$ cat src/rtl/necc_pkg.sv
// Shared types for the NAND ECC checker.
// Assumes: the result class fits in two bits; callers decode it by value.
package necc_pkg;
    typedef enum logic [1:0] {
        BLK_CLEAN    = 2'd0,
        BLK_DATA_FIX = 2'd1,
        BLK_CODE_FIX = 2'd2,
        BLK_FAIL     = 2'd3
    } blk_class_e;
endpackage

$ cat src/rtl/necc_syndrome.sv
// Combinational syndrome former and classifier.
// Packing: line pair k has its even member at 2k and its odd member at 2k+1.
// Overall parity is at 2*LINE_PAIRS; the bit above it is unused and masked.
// Column pair j has its even member at 2*LINE_PAIRS+2+2j and its odd member one bit higher.
// Assumes both codes are known values whenever the caller uses the outputs.
module necc_syndrome
    import necc_pkg::*;
#(
    parameter int LINE_PAIRS = 8,
    parameter int COL_PAIRS  = 3,
    localparam int CODE_W    = 2 * LINE_PAIRS + 2 + 2 * COL_PAIRS
) (
    input  logic [CODE_W-1:0]     calc_code,
    input  logic [CODE_W-1:0]     stored_code,
    output blk_class_e            blk_class,
    output logic [LINE_PAIRS-1:0] byte_off,
    output logic [COL_PAIRS-1:0]  bit_pos
);
    localparam int OVR_IDX  = 2 * LINE_PAIRS;
    localparam int SKIP_IDX = OVR_IDX + 1;
    localparam int COL_BASE = OVR_IDX + 2;
    localparam int NPAIRS   = LINE_PAIRS + COL_PAIRS;

    logic [CODE_W-1:0]     syn;
    logic [NPAIRS-1:0]     pair_split;
    logic [LINE_PAIRS-1:0] line_odd;
    logic [COL_PAIRS-1:0]  col_odd;

    // Syndrome with the unused bit removed.
    always_comb begin
        syn           = calc_code ^ stored_code;
        syn[SKIP_IDX] = 1'b0;
    end

    for (genvar k = 0; k < LINE_PAIRS; k++) begin : g_line
        assign pair_split[k] = syn[2*k] ^ syn[2*k+1];
        assign line_odd[k]   = syn[2*k+1];
    end

    for (genvar j = 0; j < COL_PAIRS; j++) begin : g_col
        assign pair_split[LINE_PAIRS+j] = syn[COL_BASE+2*j] ^ syn[COL_BASE+2*j+1];
        assign col_odd[j]               = syn[COL_BASE+2*j+1];
    end

    // Classify the syndrome and pick the location for a data fix.
    always_comb begin
        byte_off = '0;
        bit_pos  = '0;
        if (syn == '0) begin
            blk_class = BLK_CLEAN;
        end else if ((&pair_split) && syn[OVR_IDX]) begin
            blk_class = BLK_DATA_FIX;
            byte_off  = line_odd;
            bit_pos   = col_odd;
        end else if ($countones(syn) == 1) begin
            blk_class = BLK_CODE_FIX;
        end else begin
            blk_class = BLK_FAIL;
        end
    end
endmodule

$ cat config.mk
export PLATFORM = sky130hd
export DESIGN_NAME = necc_syndrome
export DESIGN_NICKNAME = d
export VERILOG_FILES = /design/src/rtl/necc_pkg.sv /design/src/rtl/necc_syndrome.sv
export SDC_FILE = /design/constraint.sdc
export NUM_CORES = 1
export LEC_CHECK = 0
export ABC_AREA = 1
export BUFFER_PORTS_ARGS = -buffer_cell sky130_fd_sc_hd__buf_4
export CAP_MARGIN = 30
export CORE_AREA = 2 2 53 50
export DETAILED_ROUTE_END_ITERATION = 8
export DIE_AREA = 0 0 55 52
export MAX_ROUTING_LAYER = met4
export PLACE_DENSITY = 0.87
export SYNTH_ARGS = -nofsm -noshare
export SYNTH_HDL_FRONTEND = slang
export SYNTH_SLANG_ARGS = --single-unit
$ cat constraint.sdc
create_clock -name vclk -period 21.5
set_input_delay 6.45 -clock vclk [all_inputs]
set_output_delay 6.45 -clock vclk [all_outputs]
set_load 0.02 [all_outputs]
Word-level counts from Yosys, hierarchy flattened --
Cells that the tools add are included. W data, S select, Z words.
Word-level totals: flip-flop bits (word level) 0, logic and storage cells 45, output and inout bits 13
Cells by class: equal/unequal tests 1, reduce and logical (&&, ||, !) cells 3, bitwise operators 12, mux-type cells 7, add/subtract/negate cells 22
Operators with widths (count):
- $logic_not A24 Y1 | 1
- $xor A24 B24 Y24 | 1
- $add A1 B1 Y2 | 11
- $mux W8 | 2
- $add A2 B2 Y3 | 5
- $add A3 B3 Y4 | 3
- $reduce_and A11 Y1 | 1
- $xor A1 B1 Y1 | 11
- $add A5 B4 Y6 | 1
- $eq A6 B1 Y1 const B | 1
- $mux W3 | 2
- $add A4 B4 Y5 | 1
- $mux W2 | 2
- $add A1 B2 Y3 | 1
- $logic_and A1 B1 Y1 | 1
- $mux W1 | 1

Logic depth before layout (Yosys ltp) --
Gate-level depths: netlist of the first run.
depth after elaboration 10, gate-level depth with buffers 20

Worst setup path before layout of the first run --
No wires, ideal clock.
path kind input to output, start point in stored_code[14], end point out blk_class[0], cell stages on the path 17, arrival 10.429 ns, path slack 4.621 ns, cells stage by stage xnor2_1 -> inv_1 -> fa_1 -> inv_1 -> fa_1 -> fa_1 -> fa_1 -> inv_1 -> fa_1 -> inv_1 -> fa_1 -> inv_1 -> fa_1 -> nor2_1 -> nand4_1 -> nand2_1 -> nand2_1
Between the ends: word-level cells in the longest chain between the ends 10, elaborated cells between the ends (all ways) 14, classes of those cells 5 x add/sub; 1 x eq/ne; 3 x mux; 2 x bitwise; 3 x reduce/logical
RTL lines:
- start, declared | RTL line necc_syndrome.sv:14 | input logic [CODE_W-1:0] stored_code,
- $xor A24 B24 Y24 * | RTL line necc_syndrome.sv:31 | syn = calc_code ^ stored_code;
- $add A1 B1 Y2 (not written as such) | RTL line necc_syndrome.sv:55 | end else if ($countones(syn) == 1) begin
- $add A2 B2 Y3 (not written as such) | RTL line necc_syndrome.sv:55
- $add A3 B3 Y4 (not written as such) | RTL line necc_syndrome.sv:55
- $add A4 B4 Y5 (not written as such) | RTL line necc_syndrome.sv:55
- $add A5 B4 Y6 (not written as such) | RTL line necc_syndrome.sv:55
- $eq A6 B1 Y1 | RTL line necc_syndrome.sv:55
- $mux W1 | RTL line necc_syndrome.sv:55
- $mux W2 | RTL line necc_syndrome.sv:51 | end else if ((&pair_split) && syn[OVR_IDX]) begin
- $mux W2 * | RTL line necc_syndrome.sv:49 | if (syn == '0) begin
- end, declared | RTL line necc_syndrome.sv:15 | output blk_class_e blk_class,
Every way passes the cells marked *; elsewhere a longest branch is shown, timed or not.

Worst setup path after layout of the first run --
Same ends and word-level chain as after synthesis.

==> results.sh, run 1 <==
export IMPL_final_worst_path_period_share=0.8043
export IMPL_worst_ir_drop_vdd_mv=0.1588
export IMPL_grt_pass1_vias=1057
export IMPL_slew_headroom=0.7013
export IMPL_crit_type="in2out"
export IMPL_routabilityCongestion=0.8626
export IMPL_mappedNetlistArea_um2=1189
export IMPL_maxSlewViolCount=0
export IMPL_fill_cells=211
export IMPL_drc_errors=0
export IMPL_drive_above_1_share=0.3462
export IMPL_synth_nets=254
export IMPL_total_cell_area_at_the_placement_stage_um2=1655
export IMPL_fin_total_pwr_uw=139.5
export IMPL_route_final_wire_length_um=2598
export IMPL_crit_fanout=2
export IMPL_p_leak_uw=0.0009770
export IMPL_synth_top_cell_area_share=0.2695
export IMPL_buffer_ports_inserted=59
export IMPL_antenna_cells=0
export IMPL_ff_latch_area_um2=0
export IMPL_yosysTopAreaCell="fa_1"
export IMPL_netlist_top_cells_area="fa_1 27%, nand2_1 18%, ha_1 15%"
export IMPL_gr_total_overflow=0
export IMPL_min_path_type="in2out"
export IMPL_status="complete, no violations"
export IMPL_placeableCoreArea_um2=2340
export IMPL_routedWlPerCell_um=9.916
export IMPL_grt_setup_unrepaired="false"
export IMPL_gr_usage_all_layers=0.2036
export IMPL_worstMarginPinSlew_ps=444.8
export IMPL_nNetsFinal=314
export IMPL_netlist_cell_type_count=15
export IMPL_detail_route_antenna_nets=0
export IMPL_grt_start_max_net_pins=14
export IMPL_cts_post_setup_buffers_inserted=0
export IMPL_route_vias_total=1186
export IMPL_cp_endpoint_kind="primary output"
export IMPL_detail_route_iter0_violations=11
export IMPL_clock_buffers=0
export IMPL_finalWorstPathRequiredPeriod_ps=17290
export IMPL_utilization=0.7075
export IMPL_antenna_found_initial=0
export IMPL_setup_worst_path_start="stored_code[14]"
export IMPL_ys_warnings_count=0
export IMPL_postCtsResizedCells=0
export IMPL_critical_path_data_arrival_time_ps=10840
export IMPL_post_route_cell_area_um2=1655
export IMPL_area_growth_synth_to_final_pct=39.26
export IMPL_initial_utilization=0.5080
export IMPL_dp_final_hpwl_um=2448
export IMPL_yosysMostFrequentCell="nand2_1"
export IMPL_worstSetupEndpoint="blk_class[0]"
export IMPL_floorplan_io_pins=61
export IMPL_viasPerCell=4.527
export IMPL_fmax_mhz=57.83
export IMPL_ys_seq_area_frac=0
export IMPL_die_w_um=55
export IMPL_setup_violations_final=0
export IMPL_setup_tns_final_ps=0
export IMPL_cp_data_required_time_ps=15050
export IMPL_flops_and_latches=0
export IMPL_netlist_top_cells_count="56 x nand2_1, 36 x inv_1, 16 x fa_1"
export IMPL_grt_pass1_wl_um=4181
export IMPL_maxCapViolCount=0
export IMPL_core_rowCount=17
export IMPL_power_density_nw_per_um2=84.28
export IMPL_drt_pre_antenna_iters=4
export IMPL_syn_avg_cell_area_um2=6.754
export IMPL_setup_worst_path_start_class="input pin"
export IMPL_quantity_of_hold_fixing_buffers_added_after_cts=0
export IMPL_die_h_um=52
export IMPL_synthesis_instances=176
export IMPL_timing_hold_violations_final=0
export IMPL_floorplan_die_area_um2=2860
kinds of logic after synthesis:
family,Yosys count,share of synthesized area
simple gates,89,0.3295
fa+ha+maj,30,0.4168
buf+inv,41,0.1358
xor+xnor,16,0.1179
critical path, stage by stage:
cell     delay (ps)
buf_4           110
xnor2_1         220
inv_1            90
fa_1            520
inv_1            50
fa_1            470
fa_1            490
fa_1            520
inv_1            50
fa_1            470
inv_1            50
fa_1            350
inv_1            90
fa_1            420
nor2_1          110
nand4_1         100
nand2_1          70
nand2_1          40
buf_4           170
cells in the final DEF (no fill, tap or decap):
| cell type | Yosys | layout |
|---|---|---|
| nand2_1 | 56 | 56 |
| nor3_1 | 1 | 1 |
| nand3_1 | 3 | 3 |
| fa_1 | 16 | 16 |
| inv_2 | 4 | 4 |
| xor2_1 | 2 | 2 |
| inv_1 | 36 | 36 |
| nor2_2 | 11 | 11 |
| nand4_1 | 1 | 1 |
| ha_1 | 14 | 14 |
| nor2_1 | 10 | 10 |
| xnor2_1 | 14 | 14 |
| buf_4 | 0 | 59 |
| nand2_2 | 6 | 6 |
| nor2_4 | 1 | 1 |
final cells by class:
class / count / area (um^2) / share of cell area
multi-input cells: 135 / 1027 / 0.6206
inverters: 40 / 150.1 / 0.09070
well taps: 28 / 35.03 / 0.02116
repair buffers: 59 / 442.9 / 0.2676
metal layers:
metal / wire (um) / GRT usage
met3: 109 / 0
met4: 35 / 0.02439
met2: 1359 / 0.3770
met1: 1093 / 0.2531
met5: 0 / -
stage by stage:
step | setup slack, ps | hold WS [ps] | std cells
after floorplan | 4621 | 13080 | 176
after global placement | 4228 | 13300 | 262
after detailed placement | 4191 | 13310 | 262
after CTS | 4195 | 13310 | 262
after global routing | 3902 | 13350 | 262
final | 4208 | 13310 | 262
where the power goes:
group / switching (uW) / total, uW / leakage (uW) / internal, uW
clock: 0 / 0 / 0 / 0
sequential: 0 / 0 / 0 / 0
combinational: 77.0 / 140 / 0.000977 / 62.5
worst min-delay path by stage:
stage / from / to / slack (ps) / cells past startpoint
2_1_floorplan: stored_code[19] / bit_pos[0] / 13080 / 3
3_3_place_gp: stored_code[19] / bit_pos[0] / 13300 / 5
3_5_place_dp: stored_code[19] / bit_pos[0] / 13310 / 5
4_1_cts: stored_code[19] / bit_pos[0] / 13310 / 5
5_1_grt: calc_code[19] / bit_pos[0] / 13350 / 5
6_report: stored_code[19] / bit_pos[0] / 13310 / 5
No activity file was read; power rests on OpenSTA's default activity.
==> run 2, diff against run 1 <==
==> config.mk (replaced) <==
export PLATFORM = sky130hd
export DESIGN_NAME = necc_syndrome
export DESIGN_NICKNAME = d
export VERILOG_FILES = /design/src/rtl/necc_pkg.sv /design/src/rtl/necc_syndrome.sv
export SDC_FILE = /design/constraint.sdc
export NUM_CORES = 1
export LEC_CHECK = 0
export ABC_AREA = 0
export BUFFER_PORTS_ARGS = -buffer_cell sky130_fd_sc_hd__buf_4
export CAP_MARGIN = 30
export CORE_AREA = 2 2 57 54
export DETAILED_ROUTE_END_ITERATION = 8
export DIE_AREA = 0 0 59 56
export MAX_ROUTING_LAYER = met4
export PLACE_DENSITY = 0.75
export SYNTH_ARGS = -nofsm -noshare
export SYNTH_HDL_FRONTEND = slang
export SYNTH_SLANG_ARGS = --single-unit
==> constraint.sdc (replaced) <==
create_clock -name vclk -period 15
set_input_delay 4.5 -clock vclk [all_inputs]
set_output_delay 4.5 -clock vclk [all_outputs]
set_load 0.02 [all_outputs]
==> results.sh, run 2 <==
export IMPL_status="complete, no violations"
export IMPL_finalWorstPathRequiredPeriod_ps=14070
export IMPL_quantity_of_hold_fixing_buffers_added_after_cts=0
export IMPL_area_growth_synth_to_final_pct=41.95
export IMPL_drive_above_1_share=0.4583
export IMPL_die_w_um=59
export IMPL_routedWlPerCell_um=12.71
export IMPL_min_path_type="in2out"
export IMPL_postCtsResizedCells=0
export IMPL_netSwitchingFraction=0.5151
export IMPL_detail_route_antenna_nets=0
export IMPL_maxCapViolCount=0
export IMPL_critical_path_data_arrival_time_ps=9570
export IMPL_maxSlewViolCount=0
export IMPL_leading_cell_type_in_the_layout_fill_and_taps_excluded="buf_4"
export IMPL_final_worst_path_period_share=0.9379
export IMPL_cp_data_required_time_ps=10500
export IMPL_fmax_mhz=71.08
export IMPL_crit_fanout=2
export IMPL_ys_seq_area_frac=0
export IMPL_syn_avg_cell_area_um2=10.17
export IMPL_internal_power_uw=99.64
export IMPL_floorplan_io_pins=61
export IMPL_p_seq_frac=0
export IMPL_holdPathEnd="byte_off[4]"
export IMPL_antenna_cells=0
export IMPL_drc_errors=0
export IMPL_gr_total_overflow=0
export IMPL_ff_latch_area_um2=0
export IMPL_routabilityCongestion=0.8325
export IMPL_netlist_cell_type_count=25
export IMPL_yosysTopAreaCell="fa_1"
export IMPL_power_density_nw_per_um2=129.4
export IMPL_grt_setup_unrepaired="false"
export IMPL_core_rowCount=18
export IMPL_cts_post_setup_buffers_inserted=0
export IMPL_nNetsFinal=248
export IMPL_cp_endpoint_kind="primary output"
export IMPL_share_comb_of_total_power=1.000
export IMPL_antenna_found_initial=0
export IMPL_clock_buffers=0
export IMPL_grt_pass1_vias=1050
export IMPL_initial_utilization=0.4209
export IMPL_p_leak_uw=0.0007882
export IMPL_utilization=0.5975
export IMPL_drt_pre_antenna_iters=4
export IMPL_p_sw_uw=105.8
export IMPL_grt_start_max_net_pins=13
export IMPL_crit_type="in2out"
export IMPL_mappedNetlistArea_um2=1119
export IMPL_route_final_wire_length_um=2516
export IMPL_placeableCoreArea_um2=2658
export IMPL_die_h_um=56
export IMPL_detail_route_iter0_violations=24
export IMPL_route_vias_total=953
export IMPL_grt_pass1_wl_um=4340
export IMPL_flops_and_latches=0
export IMPL_most_common_layout_cells="59 x buf_4, 25 x inv_1, 17 x xnor2_1, 16 x fa_1, 14 x ha_1"
export IMPL_pwr_share_clk=0
export IMPL_viasPerCell=4.813
export IMPL_buffer_ports_inserted=59
export IMPL_worstMarginPinSlew_ps=530.8
export IMPL_slew_headroom=0.6436
export IMPL_netlist_top_cells_area="fa_1 29%, ha_1 16%, xnor2_1 13%"
export IMPL_setup_tns_final_ps=0
export IMPL_synth_nets=188
export IMPL_hold_path_startpoint="calc_code[9]"
export IMPL_dp_final_hpwl_um=2367
export IMPL_timing_hold_violations_final=0
export IMPL_worst_ir_drop_vdd_mv=0.08738
export IMPL_setup_worst_path_start_class="input pin"
export IMPL_min_delay_path_depth=4
export IMPL_synthesis_instances=110
export IMPL_floorplan_die_area_um2=3304
export IMPL_gr_usage_all_layers=0.1692
export IMPL_yosysMostFrequentCell="inv_1"
export IMPL_netlist_top_cells_count="25 x inv_1, 17 x xnor2_1, 16 x fa_1"
export IMPL_synth_top_cell_area_share=0.2864
export IMPL_ys_warnings_count=0
export IMPL_setup_violations_final=0
[run 2: cell count changes in the layout (fill, tap and decap cells not counted), moves of 3 or more]
cell / change
xnor2_4: +4
nand2_1: -54
nand2_2: -6
nor2_1: -9
inv_2: -4
inv_1: -11
xnor2_1: +3
[run 2: how the worst max path moves through the flow]
stage / endpoint / cells past startpoint / from
floorplan: blk_class[0] / 16 / stored_code[10]
global placement: blk_class[0] / 18 / stored_code[10]
detailed placement: blk_class[0] / 18 / stored_code[10]
CTS: blk_class[0] / 18 / stored_code[10]
global route: blk_class[0] / 18 / stored_code[3]
finish: blk_class[0] / 18 / stored_code[10]
[run 2: final cells by class]
cell class | count | area [um^2]
fillers | 233 | 1070
well taps | 30 | 37.54
inverters | 25 | 93.84
repair buffers | 59 | 442.9
multi-input cells | 84 | 1013
[run 2: logic make-up after synthesis]
logic type,share of synthesized area
compound gates,0.02013
buf+inv,0.09396
fa+ha+maj,0.4430
simple gates,0.1588
xor+xnor,0.2841
[run 2: layer usage]
layer | up-vias | GRT usage | part of all wire
li1 | 457 | - | -
met1 | 445 | 0.2017 | 0.37
met2 | 47 | 0.3206 | 0.54
met3 | 4 | 0.004651 | 0.075
met4 | 0 | 0.01623 | 0.011
met5 | - | - | 0
[run 2: worst max-delay path, cell delays in order]
cell and delay [ps]:
buf_4 110, xnor2_1 230, inv_1 100, fa_1 540, inv_1 50, fa_1 460, fa_1 490, fa_1 510
inv_1 50, fa_1 480, inv_1 50, fa_1 390, inv_1 80, fa_1 410, or4_1 500, nor3_1 240
o21ai_0 160, buf_4 200
[run 2: through the flow]
step | instance area, um^2 | hold WS (ps) | setup slack, ps | cells | power (uW)
after floorplan | 1119 | 9195 | 1448 | 110 | 149.9
after global placement | 1588 | 9415 | 974.2 | 198 | 194.2
after detailed placement | 1588 | 9422 | 963.3 | 198 | 204.8
after CTS | 1588 | 9425 | 953.2 | 198 | 206.8
after global routing | 1588 | 9442 | 734.5 | 198 | 243.7
final | 1588 | 9417 | 931.1 | 198 | 205.5
[run 2: power by group through the flow]
stage                     sequential, uW  clock [uW]  combinational (uW)
after detailed placement               0           0                 205
after global placement                 0           0                 194
after floorplan                        0           0                 150
final                                  0           0                 205
after CTS                              0           0                 207
after global routing                   0           0                 244
==> run 3, diff against run 2 <==
--- a/config.mk
+++ b/config.mk
@@ -8,11 +8,11 @@
 export ABC_AREA = 0
 export BUFFER_PORTS_ARGS = -buffer_cell sky130_fd_sc_hd__buf_4
 export CAP_MARGIN = 30
-export CORE_AREA = 2 2 57 54
+export CORE_AREA = 2 2 68 63
 export DETAILED_ROUTE_END_ITERATION = 8
-export DIE_AREA = 0 0 59 56
+export DIE_AREA = 0 0 70 65
 export MAX_ROUTING_LAYER = met4
-export PLACE_DENSITY = 0.75
+export PLACE_DENSITY = 0.56
 export SYNTH_ARGS = -nofsm -noshare
 export SYNTH_HDL_FRONTEND = slang
 export SYNTH_SLANG_ARGS = --single-unit
==> constraint.sdc (replaced) <==
create_clock -name vclk -period 15
set_input_delay 4.5 -clock vclk [all_inputs]
set_output_delay 4.5 -clock vclk [all_outputs]
set_load 0.005 [all_outputs]
==> results.sh, run 3 (synthesized netlist as in run 2, its figures left out) <==
export IMPL_routabilityCongestion=0.8063
export IMPL_placeableCoreArea_um2=3909
export IMPL_cpMaxStageDelayCell="fa_1"
export IMPL_grt_setup_unrepaired="false"
export IMPL_antenna_cells=0
export IMPL_die_h_um=65
export IMPL_power_density_nw_per_um2=122.3
export IMPL_route_final_wire_length_um=2447
export IMPL_total_cell_area_at_the_placement_stage_um2=1610
export IMPL_path_cells="buf_4 -> xnor2_1 -> inv_1 -> fa_1 -> inv_1 -> fa_1 -> fa_1 -> fa_1 -> inv_1 -> fa_1 -> inv_1 -> fa_1 -> inv_1 -> fa_1 -> or4_1 -> nor3_1 -> o21ai_0 -> buf_4"
export IMPL_most_common_layout_cells="59 x buf_4, 25 x inv_1, 17 x xnor2_1, 16 x fa_1, 14 x ha_1"
export IMPL_ff_latch_area_um2=0
export IMPL_worstMarginPinSlew_ps=517.3
export IMPL_worstSetupEndpoint="blk_class[0]"
export IMPL_share_comb_of_total_power=1.000
export IMPL_worst_path_stages=18
export IMPL_setup_worst_path_start="stored_code[10]"
export IMPL_grt_pass1_wl_um=4278
export IMPL_p_seq_frac=0
export IMPL_maxSlewViolCount=0
export IMPL_netSwitchingFraction=0.5049
export IMPL_dpl_worst_slack_ps=895.0
export IMPL_gr_total_overflow=0
export IMPL_nNetsFinal=248
export IMPL_finalWorstPathRequiredPeriod_ps=14060
export IMPL_setup_violations_final=0
export IMPL_cp_endpoint_kind="primary output"
export IMPL_final_worst_path_period_share=0.9371
export IMPL_route_vias_total=934
export IMPL_viasPerCell=4.324
export IMPL_setup_worst_path_start_class="input pin"
export IMPL_min_path_type="in2out"
export IMPL_post_route_cell_area_um2=1610
export IMPL_critical_path_max_stage_delay_ps=540
export IMPL_drc_errors=0
export IMPL_die_w_um=70
export IMPL_timing_critical_path_mode_cell="fa_1"
export IMPL_worst_slack_ps=943.9
export IMPL_fill_cells=412
export IMPL_post_place_cells=216
export IMPL_floorplan_die_area_um2=4550
export IMPL_worst_path_buf_inv=7
export IMPL_floorplan_io_pins=61
export IMPL_clock_buffers=0
export IMPL_status="complete, no violations"
export IMPL_min_delay_path_depth=4
export IMPL_drt_pre_antenna_iters=4
export IMPL_pwr_share_clk=0
export IMPL_setup_tns_final_ps=0
export IMPL_grt_pass1_vias=1003
export IMPL_fmax_mhz=71.14
export IMPL_timing_hold_violations_final=0
export IMPL_grt_start_max_net_pins=13
export IMPL_footprint_of_the_multi_input_gates_um2=1013
export IMPL_drive_above_1_share=0.4583
export IMPL_crit_type="in2out"
export IMPL_postCtsResizedCells=0
export IMPL_hold_path_startpoint="calc_code[9]"
export IMPL_quantity_of_hold_fixing_buffers_added_after_cts=0
export IMPL_internal_power_uw=97.51
export IMPL_cp_data_required_time_ps=10500
export IMPL_critical_path_data_arrival_time_ps=9560
export IMPL_routedWlPerCell_um=11.33
export IMPL_p_sw_uw=99.43
export IMPL_buffer_ports_inserted=59
export IMPL_slew_headroom=0.6543
export IMPL_flops_and_latches=0
export IMPL_final_instance_count_excl_fill=216
export IMPL_antenna_found_initial=0
export IMPL_area_growth_synth_to_final_pct=43.96
export IMPL_maxCapViolCount=0
export IMPL_leading_cell_type_in_the_layout_fill_and_taps_excluded="buf_4"
export IMPL_initial_utilization=0.2862
export IMPL_gr_usage_all_layers=0.1168
export IMPL_crit_fanout=2
export IMPL_worst_ir_drop_vdd_mv=0.07237
export IMPL_cts_post_setup_buffers_inserted=0
export IMPL_detail_route_antenna_nets=0
export IMPL_critical_path_top_delay_family="adder cells"
export IMPL_core_rowCount=22
export IMPL_detail_route_iter0_violations=6
export IMPL_p_leak_uw=0.0007882
export IMPL_dp_final_hpwl_um=2364
run 3: cell counts in the layout (fill, tap and decap cells not counted):
Identical to the previous run, type by type.
run 3: power by group through the flow:
stage	registers (uW)	logic, uW	clock network (uW)
CTS	0	201	0
detailed placement	0	198	0
floorplan	0	146	0
global placement	0	193	0
finish	0	197	0
global route	0	230	0
run 3: metal layers:
layer  up-vias  routed length, um  track usage
li1        460                  -            -
met1       437               1008       0.1530
met2        37               1267       0.2131
met3         0                172     0.007776
met4         0                  0            0
met5         -                  0            -
run 3: metrics by stage:
stage / hold WS (ps) / power [uW] / utilization
2_1_floorplan: 9167 / 146.0 / -
3_3_place_gp: 9390 / 193.3 / 0.4120
5_1_grt: 9426 / 229.8 / 0.4120
6_report: 9387 / 196.9 / 0.4120
3_5_place_dp: 9391 / 198.4 / 0.4120
4_1_cts: 9395 / 201.1 / 0.4120
run 3: worst min-delay path by stage:
stage          slack [ps]     endpoint
2_1_floorplan        9170   bit_pos[1]
3_3_place_gp         9390  byte_off[4]
3_5_place_dp         9390  byte_off[4]
4_1_cts              9390  byte_off[4]
5_1_grt              9430  byte_off[4]
6_report             9390  byte_off[4]
run 3: worst min-delay path, stage by stage:
cell and delay, ps:
buf_4 80, xnor2_1 100, nor2_2 90, buf_4 110
run 3: layout make-up:
class                      instances  area share
inverter                          25     0.05828
tap                               48     0.03730
multi-input combinational         84      0.6294
timing repair buffer              59      0.2751
